`src/rtl/cache_en_seq_pkg.sv`:
```
`timescale 1ns/1ps
package cache_en_seq_pkg;
  typedef enum logic [3:0] {
    ST_IDLE   = 4'd0,
    ST_MASK   = 4'd1,
    ST_EXTRA  = 4'd2,
    ST_CLKON  = 4'd3,
    ST_INV    = 4'd4,
    ST_POLL   = 4'd5,
    ST_CLKOFF = 4'd6,
    ST_WAIT1  = 4'd7,
    ST_FINAL  = 4'd8,
    ST_WAIT2  = 4'd9
  } seq_st_e;
endpackage

```
`src/rtl/ces_timer.sv`:
```
`timescale 1ns/1ps
module ces_timer #(
  parameter int LIMIT = 100
) (
  input  logic clk,
  input  logic rst_n,
  input  logic clr_i,
  input  logic en_i,
  output logic hit_o
);
  localparam int CW = (LIMIT > 1) ? $clog2(LIMIT) : 1;
  localparam logic [CW-1:0] LAST = CW'(LIMIT - 1);

  logic [CW-1:0] cnt_q, cnt_d;

  always_comb begin
    cnt_d = cnt_q;
    if (clr_i)     cnt_d = '0;
    else if (en_i) cnt_d = cnt_q + 1'b1;
  end

  always_ff @(posedge clk or negedge rst_n) begin
    if (!rst_n) cnt_q <= '0;
    else        cnt_q <= cnt_d;
  end

  assign hit_o = en_i && (cnt_q == LAST);
endmodule

```
`src/rtl/ces_word.sv`:
```
`timescale 1ns/1ps
module ces_word
  import cache_en_seq_pkg::*;
#(
  parameter int          DW         = 32,
  parameter int          EN_BIT     = 31,
  parameter int          INV_BIT    = 10,
  parameter int          CLK_BIT    = 3,
  parameter logic [DW-1:0] EXTRA_MASK = 32'h0400_0000
) (
  input  seq_st_e        st_i,
  input  logic [DW-1:0]  base_i,
  output logic [DW-1:0]  word_o
);
  localparam logic [DW-1:0] EN_M  = DW'(1) << EN_BIT;
  localparam logic [DW-1:0] INV_M = DW'(1) << INV_BIT;
  localparam logic [DW-1:0] CLK_M = DW'(1) << CLK_BIT;

  logic [DW-1:0] with_extra;
  assign with_extra = base_i | EXTRA_MASK;

  always_comb begin
    unique case (st_i)
      ST_MASK:   word_o = base_i;
      ST_EXTRA:  word_o = with_extra;
      ST_CLKON:  word_o = with_extra | CLK_M;
      ST_INV:    word_o = with_extra | CLK_M | INV_M;
      ST_CLKOFF: word_o = with_extra;
      ST_FINAL:  word_o = with_extra | CLK_M | EN_M;
      default:   word_o = '0;
    endcase
  end
endmodule

```
`src/rtl/cache_en_seq.sv`:
```
`timescale 1ns/1ps
module cache_en_seq
  import cache_en_seq_pkg::*;
#(
  parameter int            DW         = 32,
  parameter int            EN_BIT     = 31,
  parameter int            PE_BIT     = 30,
  parameter int            INV_BIT    = 10,
  parameter int            CLK_BIT    = 3,
  parameter logic [DW-1:0] RSVD_MASK  = 32'h07F0_0000,
  parameter logic [DW-1:0] EXTRA_MASK = 32'h0400_0000,
  parameter int            SETTLE_CYC = 100,
  parameter int            POLL_LIMIT = 1000
) (
  input  logic          clk,
  input  logic          rst_n,
  input  logic          start_i,
  input  logic [DW-1:0] cfg_i,
  output logic          wr_o,
  output logic [DW-1:0] wr_data_o,
  output logic          rd_o,
  input  logic [DW-1:0] rd_data_i,
  output logic          busy_o,
  output logic          done_o,
  output logic          err_o
);
  localparam logic [DW-1:0] CLEAR_M = (DW'(1) << EN_BIT) | (DW'(1) << PE_BIT) |
                                      (DW'(1) << INV_BIT) | (DW'(1) << CLK_BIT) |
                                      RSVD_MASK;

  seq_st_e       st_q, st_d;
  logic [DW-1:0] base_q;
  logic          base_en;
  logic          done_q, done_d;
  logic          err_q, err_d;
  logic          in_wait, settle_hit, poll_hit;
  logic          accept;

  assign accept  = (st_q == ST_IDLE) && start_i;
  assign in_wait = (st_q == ST_WAIT1) || (st_q == ST_WAIT2);
  assign base_en = accept;

  ces_timer #(.LIMIT(SETTLE_CYC)) u_settle (
    .clk(clk), .rst_n(rst_n), .clr_i(!in_wait), .en_i(in_wait), .hit_o(settle_hit)
  );

  ces_timer #(.LIMIT(POLL_LIMIT)) u_poll (
    .clk(clk), .rst_n(rst_n), .clr_i(st_q != ST_POLL), .en_i(st_q == ST_POLL),
    .hit_o(poll_hit)
  );

  ces_word #(
    .DW(DW), .EN_BIT(EN_BIT), .INV_BIT(INV_BIT), .CLK_BIT(CLK_BIT),
    .EXTRA_MASK(EXTRA_MASK)
  ) u_word (
    .st_i(st_q), .base_i(base_q), .word_o(wr_data_o)
  );

  // next-state logic
  always_comb begin
    st_d   = st_q;
    done_d = 1'b0;
    err_d  = err_q;
    unique case (st_q)
      ST_IDLE: if (start_i) begin
        st_d  = ST_MASK;
        err_d = 1'b0;
      end
      ST_MASK:   st_d = ST_EXTRA;
      ST_EXTRA:  st_d = ST_CLKON;
      ST_CLKON:  st_d = ST_INV;
      ST_INV:    st_d = ST_POLL;
      ST_POLL: begin
        if (!rd_data_i[INV_BIT]) st_d = ST_CLKOFF;
        else if (poll_hit) begin
          st_d  = ST_IDLE;
          err_d = 1'b1;
        end
      end
      ST_CLKOFF: st_d = ST_WAIT1;
      ST_WAIT1:  if (settle_hit) st_d = ST_FINAL;
      ST_FINAL:  st_d = ST_WAIT2;
      ST_WAIT2: if (settle_hit) begin
        st_d   = ST_IDLE;
        done_d = 1'b1;
      end
      default:   st_d = ST_IDLE;
    endcase
  end

  // state registers
  always_ff @(posedge clk or negedge rst_n) begin
    if (!rst_n) begin
      st_q   <= ST_IDLE;
      done_q <= 1'b0;
      err_q  <= 1'b0;
    end else begin
      st_q   <= st_d;
      done_q <= done_d;
      err_q  <= err_d;
    end
  end

  always_ff @(posedge clk or negedge rst_n) begin
    if (!rst_n)       base_q <= '0;
    else if (base_en) base_q <= cfg_i & ~CLEAR_M;
  end

  assign wr_o   = (st_q == ST_MASK) || (st_q == ST_EXTRA) || (st_q == ST_CLKON) ||
                  (st_q == ST_INV)  || (st_q == ST_CLKOFF) || (st_q == ST_FINAL);
  assign rd_o   = (st_q == ST_POLL);
  assign busy_o = (st_q != ST_IDLE);
  assign done_o = done_q;
  assign err_o  = err_q;
endmodule

```
`config.mk`:
```
export PLATFORM = sky130hd
export DESIGN_NAME = cache_en_seq
export DESIGN_NICKNAME = d
export VERILOG_FILES = /design/src/rtl/cache_en_seq_pkg.sv /design/src/rtl/ces_timer.sv /design/src/rtl/ces_word.sv /design/src/rtl/cache_en_seq.sv
export SDC_FILE = /design/constraint.sdc
export NUM_CORES = 1
export LEC_CHECK = 0
export ABC_AREA = 1
export BUFFER_PORTS_ARGS = -buffer_cell sky130_fd_sc_hd__clkbuf_2
export CORE_AREA = 3 3 74 76
export DETAILED_ROUTE_END_ITERATION = 8
export DIE_AREA = 0 0 77 79
export GPL_TIMING_DRIVEN = 0
export PLACE_DENSITY = 0.78
export SLEW_MARGIN = 20
export SYNTH_ARGS = -nofsm -noshare
export SYNTH_HDL_FRONTEND = slang
export SYNTH_SLANG_ARGS = --single-unit
export TNS_END_PERCENT = 5
```
`constraint.sdc`:
```
create_clock -name clk -period 1.6 [get_ports clk]
set_clock_uncertainty 0.15 [all_clocks]
set_input_delay 0.24 -clock clk [delete_from_list [all_inputs] [get_ports clk]]
set_output_delay 0.24 -clock clk [all_outputs]
set_load 0.01 [all_outputs]
```
# [After elaboration in Yosys (flattened, before gate mapping)]
# Index checks and enable logic that the tools add are counted.
[totals] out_inout_bits=37 word_cells=58 in_bits=67 regBits=44
[classes] n_eq_ne=18 add_sub_neg=2 reduce_logical=16 n_mux=16
[op_table] op="one-hot mux 32 bit (5 select lines)" n=1
[op_table] op="one-hot mux 4 bit (10 select lines)" n=1
[op_table] op="2-to-1 mux 10 bit" n=2
[op_table] op="2-to-1 mux 4 bit" n=5
[op_table] op="== test 4 x 3 -> 1 bit, second input constant" n=4
[op_table] op="adder 10 x 1 -> 10 bit, second input constant" n=1
[op_table] op="== test 10 bit, second input constant" n=1
[op_table] op="!= test 2 bit, second input constant" n=5
[op_table] op="== test 4 x 2 -> 1 bit, second input constant" n=2
[op_table] op="== test 4 bit, second input constant" n=2
[op_table] op="AND reduction 4 bit" n=2
[op_table] op="adder 7 x 1 -> 7 bit, second input constant" n=1
[op_table] op="== test 7 bit, second input constant" n=1
[op_table] op="2-to-1 mux 7 bit" n=1
[op_table] op="logical OR 1 bit" n=6
[op_table] op="2-to-1 mux 1 bit" n=5
[op_table] op="== test 4 x 1 -> 1 bit, second input constant" n=1
[op_table] op="logical NOT 4 bit" n=1
[op_table] op="!= test 4 x 3 -> 1 bit, second input constant" n=1
[op_table] op="nonzero test 2 bit" n=2
[op_table] op="nonzero test 4 bit" n=1
[op_table] op="logical AND 1 bit" n=3
[op_table] op="!= test 3 bit, second input constant" n=1
[op_table] op="one-hot mux 1 bit (2 select lines)" n=1
[op_table] op="OR reduction 2 bit" n=1

# [Logic depth before layout (Yosys ltp)]
[logic_depth] word_depth=6 mapped_depth=8 mapped_depth_nobuf=8

# [Cells and area by module]
# Synthesis repeated with hierarchy kept, for this count alone.
[unflattened] cells_unflattened=600 hier_area_um2=3739.8
[by_module_without_submodules] module="ces_word" seq_area_each_um2=0.0 cells_per_inst=325 area_per_inst_um2=1537.7 n_inst=1
[by_module_without_submodules] module="cache_en_seq" seq_area_each_um2=675.6 cells_per_inst=152 area_per_inst_um2=1237.4 n_inst=1
[by_module_without_submodules] module="ces_timer (u_poll)" seq_area_each_um2=250.2 cells_per_inst=71 area_per_inst_um2=560.5 n_inst=1
[by_module_without_submodules] module="ces_timer (u_settle)" seq_area_each_um2=175.2 cells_per_inst=52 area_per_inst_um2=404.1 n_inst=1

# [Worst setup path after synthesis]
# Ideal clock, no wire load.
[synth_path] kind="reg-to-output" start="register st_q[1]" end="output port wr_data_o[16]" path_slack_ps=-106 path_buffers=1 required_time_ps=1210 t_arrival_ps=1316 stages_incl_launch_ff=7 path_cell_list="dfrtp_1 > nor2_4 > nand2_1 > nor2_2 > nor2_4 > buf_6 > a31oi_1"
[synth_between] elab_chain_len=3 word_cells_on_any_way=8 cone_classes="eq/ne (6); mux (1); reduce/logical (1)"
[synth_rtl] element="start, declared" line_no="cache_en_seq.sv:31" text="seq_st_e st_q, st_d;"
[synth_rtl] element="start signal, assigned" line_no="cache_en_seq.sv:98" text="st_q <= st_d;"
[synth_rtl] element="== test 4 x 2 -> 1 bit or == test 4 x 3 -> 1 bit (tied branches)" line_no="ces_word.sv:23" text="unique case (st_i)"
[synth_rtl] element="OR reduction 2 bit (no source line)"
[synth_rtl] element="one-hot mux 32 bit (5 select lines) *" line_no="ces_word.sv:23"
[synth_rtl] element="end, declared" line_no="cache_en_seq.sv:20" text="output logic [DW-1:0] wr_data_o,"
# Every way passes the cells marked *; elsewhere a longest branch is shown, timed or not.

# [Final worst setup path]
[layout_path] start="register st_q[2]" end="output port wr_data_o[9]"
# The elaborated chain is that of the path after synthesis.

==> qor.tcl <==
set qor(place_ws_ns) -0.251
set qor(outcome) {finished, violations left}
set qor(maxCapViolations) 0
set qor(reg2reg_from) {st_q[0]}
set qor(drt_wl_total_um) 5430
set qor(initialDrtViolationCount) 120
set qor(synth-seq-cells) 44
set qor(setup_slack_of_the_critical_path_after_layout_ns) -0.431
set qor(grt_first_pass_wirelength_um) 9130
set qor(required_ns) 1.21
set qor(worstReg2RegEnd) {base_q[13]}
set qor(syn_area_per_cell_um2) 8.06
set qor(rsz0062_at_grt) {true}
set qor(die_height_um) 79
set qor(antenna-diode-count) 0
set qor(initial_antenna_violation_count) 0
set qor(synthMostInstantiatedCell) {sky130_fd_sc_hd__nand2_1}
set qor(track_usage) 0.186
set qor(crit_fanout) 10
set qor(netlist_instances) 278
set qor(setup.worst_path.class) {flop to primary output}
set qor(core.rowCount) 25
set qor(globalRouteOverflowTotal) 0
set qor(post_synth_main_area_contributors) {sky130_fd_sc_hd__dfrtp_1 49%, sky130_fd_sc_hd__nand2_1 8.5%, sky130_fd_sc_hd__o21ai_0 6.7%, sky130_fd_sc_hd__inv_1 6.5%, sky130_fd_sc_hd__a31oi_1 6.1%}
set qor(clkSlewWorstSetupHoldPaths_ns) 0.08
set qor(layout_min_cycle_time_ns) 2.03
set qor(clockBufferDepth) 2
set qor(synthDominantAreaCellType) {sky130_fd_sc_hd__dfrtp_1}
set qor(synthToLayoutAreaGrowth_pct) 35.2
set qor(buffering_stage_count_on_the_worst_path_with_inverters_included) 2
set qor(ir_worst_vdd_mv) 0.830
set qor(yosys_warnings) 0
set qor(globalplace.congestion) 0.836
set qor(edff_count_synth) 0
set qor(hold_viol) 45
set qor(htreeDepth) 2
set qor(first_global_vias) 2063
set qor(critPathSlowestCell) {sky130_fd_sc_hd__dfrtp_2}
set qor(layoutNonFillerInstCount) 426
set qor(clk_latency_ns) 0.29
set qor(dieArea_um2) 6080
set qor(pwr_density_cell_nw_per_um2) 1950
set qor(dominantRegCellSynth) {sky130_fd_sc_hd__dfrtp_1}
set qor(min-delay-path-class) {input pin to asynchronous set/reset pin}
set qor(final_max_slew_viol_count) 0
set qor(critPathArrivalTime_ns) 1.64
set qor(cts.sink_count) 44
set qor(fmaxAchievable_mhz) 492
set qor(worstMarginPinSlew_ns) 0.973
set qor(timing.critical_path.cells) {nor2_4 -> nand2_2 -> nand2_2 -> nor2_4 -> buf_8 -> a31oi_2 -> clkbuf_2}
set qor(route.antenna.remaining_nets) 0
set qor(detailed_place_hpwl_um) 3590
set qor(synth_seq_area_share) 0.491
set qor(drt_pre_antenna_iters) 4
set qor(final_nets) 428
set qor(drcViolationCount) 0
set qor(floorplan.io_pins) 104
set qor(port-buffer-count) 54
set qor(layout_cells_sized_above_1) 0.384
set qor(cp_top_family) {flip-flops}
set qor(initial_core_utilization) 0.468
set qor(placed_cells) 405
set qor(place_area_um2) 2730
set qor(synth_commonest_cells) {51 x sky130_fd_sc_hd__nand2_1, 44 x sky130_fd_sc_hd__dfrtp_1, 39 x sky130_fd_sc_hd__inv_1, 30 x sky130_fd_sc_hd__o21ai_0, 28 x sky130_fd_sc_hd__nor2_1}
set qor(cts-root-buf) {sky130_fd_sc_hd__clkbuf_8}
set qor(post_drt_wl_per_cell_um) 12.7
set qor(finalPower_mw) 5.91
set qor(yosysTopAreaCellShare) 0.491
set qor(die_x_um) 77
set qor(hold_slack_ns) -0.0503
set qor(vias_per_cell) 4.91
set qor(final_area_um2) 3030
set qor(failed_checks) {negative hold slack, negative setup slack}
set qor(routed-via-count) 2093
set qor(cts-buffers-inserted) 5
set qor(asyncSetResetFlopFracSynth) 1.00
set qor(core_utilization_of_the_finished_layout) 0.633
set qor(setup_viol) 51
set qor(setup.worst_path.start_class) {flop}
set qor(totalNegativeSetupSlack_ns) -11.50
set qor(crit_path_max_incr_delay_ns) 0.48
set qor(tritoncts) {yes}
set qor(critPathCaptureType) {primary output}
set qor(max-slew-margin-rel) 0.351
set qor(synth.lib_cells_used.distinct) 26
set qor(grt_max_degree) 45
set qor(fp.coreArea_um2) 4790
set qor(synthesized_area_um2) 2240
set qor(power.static_leakage_nw) 1.49
set qor(fin_crit_sh) 1.27
set qor(slack_of_the_worst_reg_to_reg_path_ns) -0.07
set qor(r2r_cells) 7
## timing repair
action | in CTS | in global routing
gates resized for setup | 27 | 15
cloned | 1 | 0
setup buffers | 13 | 0
hold buffers | 0 | 0
setup endpoints to repair | 49 | 53
pin swaps | 4 | 2
## cells in the final DEF (no fill, tap or decap), types with 5 or more instances in the layout
cell type and count:
sky130_fd_sc_hd__a31oi_2 17, sky130_fd_sc_hd__conb_1 7, sky130_fd_sc_hd__nor2_4 6, sky130_fd_sc_hd__inv_1 35, sky130_fd_sc_hd__nand3_1 14, sky130_fd_sc_hd__dfrtp_1 40, sky130_fd_sc_hd__buf_6 5, sky130_fd_sc_hd__a21oi_1 8
sky130_fd_sc_hd__o21ai_0 30, sky130_fd_sc_hd__nor2_1 27, sky130_fd_sc_hd__nand2_1 46, sky130_fd_sc_hd__clkbuf_8 8, sky130_fd_sc_hd__clkbuf_2 45, sky130_fd_sc_hd__buf_2 9, sky130_fd_sc_hd__buf_4 24, sky130_fd_sc_hd__nand2_2 7
## sequential cells by signal, summed over array words and instances, names as in the netlist
signal          count
u_poll.cnt_q       10
u_settle.cnt_q      7
base_q             21
st_q                4
done_o              1
err_o               1
## power by group
group	internal [mW]	leakage [nW]	switching (mW)
logic	1.47	0.873	2.03
clock network	0.385	0.0503	0.363
registers	1.46	0.567	0.209
## kinds of logic after synthesis
family	count (synthesis)	synth area share
xor+xnor	1	0.00391
compound gates	62	0.152
fa+ha+maj	2	0.0112
other cells	1	0.00167
simple gates	110	0.216
flops	44	0.491
buf+inv	58	0.124
## layout make-up
cell class | count | area [um^2]
tap | 67 | 83.8
multi-input combinational | 182 | 1050
timing repair buffer | 68 | 375
sequential | 44 | 1110
inverter | 41 | 159
clock buffer | 7 | 96.3
buffer | 17 | 160
fill | 415 | 1760
## layer usage
metal	up-vias	GRT usage	routed length, um
met5	-	0	0
met1	961	0.234	2360
met4	0	0.0819	94
met3	13	0.0295	313
li1	1046	-	-
met2	73	0.316	2660
## how the worst max path moves through the flow
stage | cells after the start | startpoint | endpoint
after floorplan | 6 | st_q[1] | wr_data_o[11]
after global placement | 5 | st_q[3] | wr_data_o[18]
after detailed placement | 5 | st_q[3] | wr_data_o[28]
after CTS | 8 | st_q[1] | wr_data_o[9]
after global routing | 7 | st_q[0] | wr_data_o[9]
final | 7 | st_q[2] | wr_data_o[9]
Note: power is estimated with default switching activity, not from simulation.
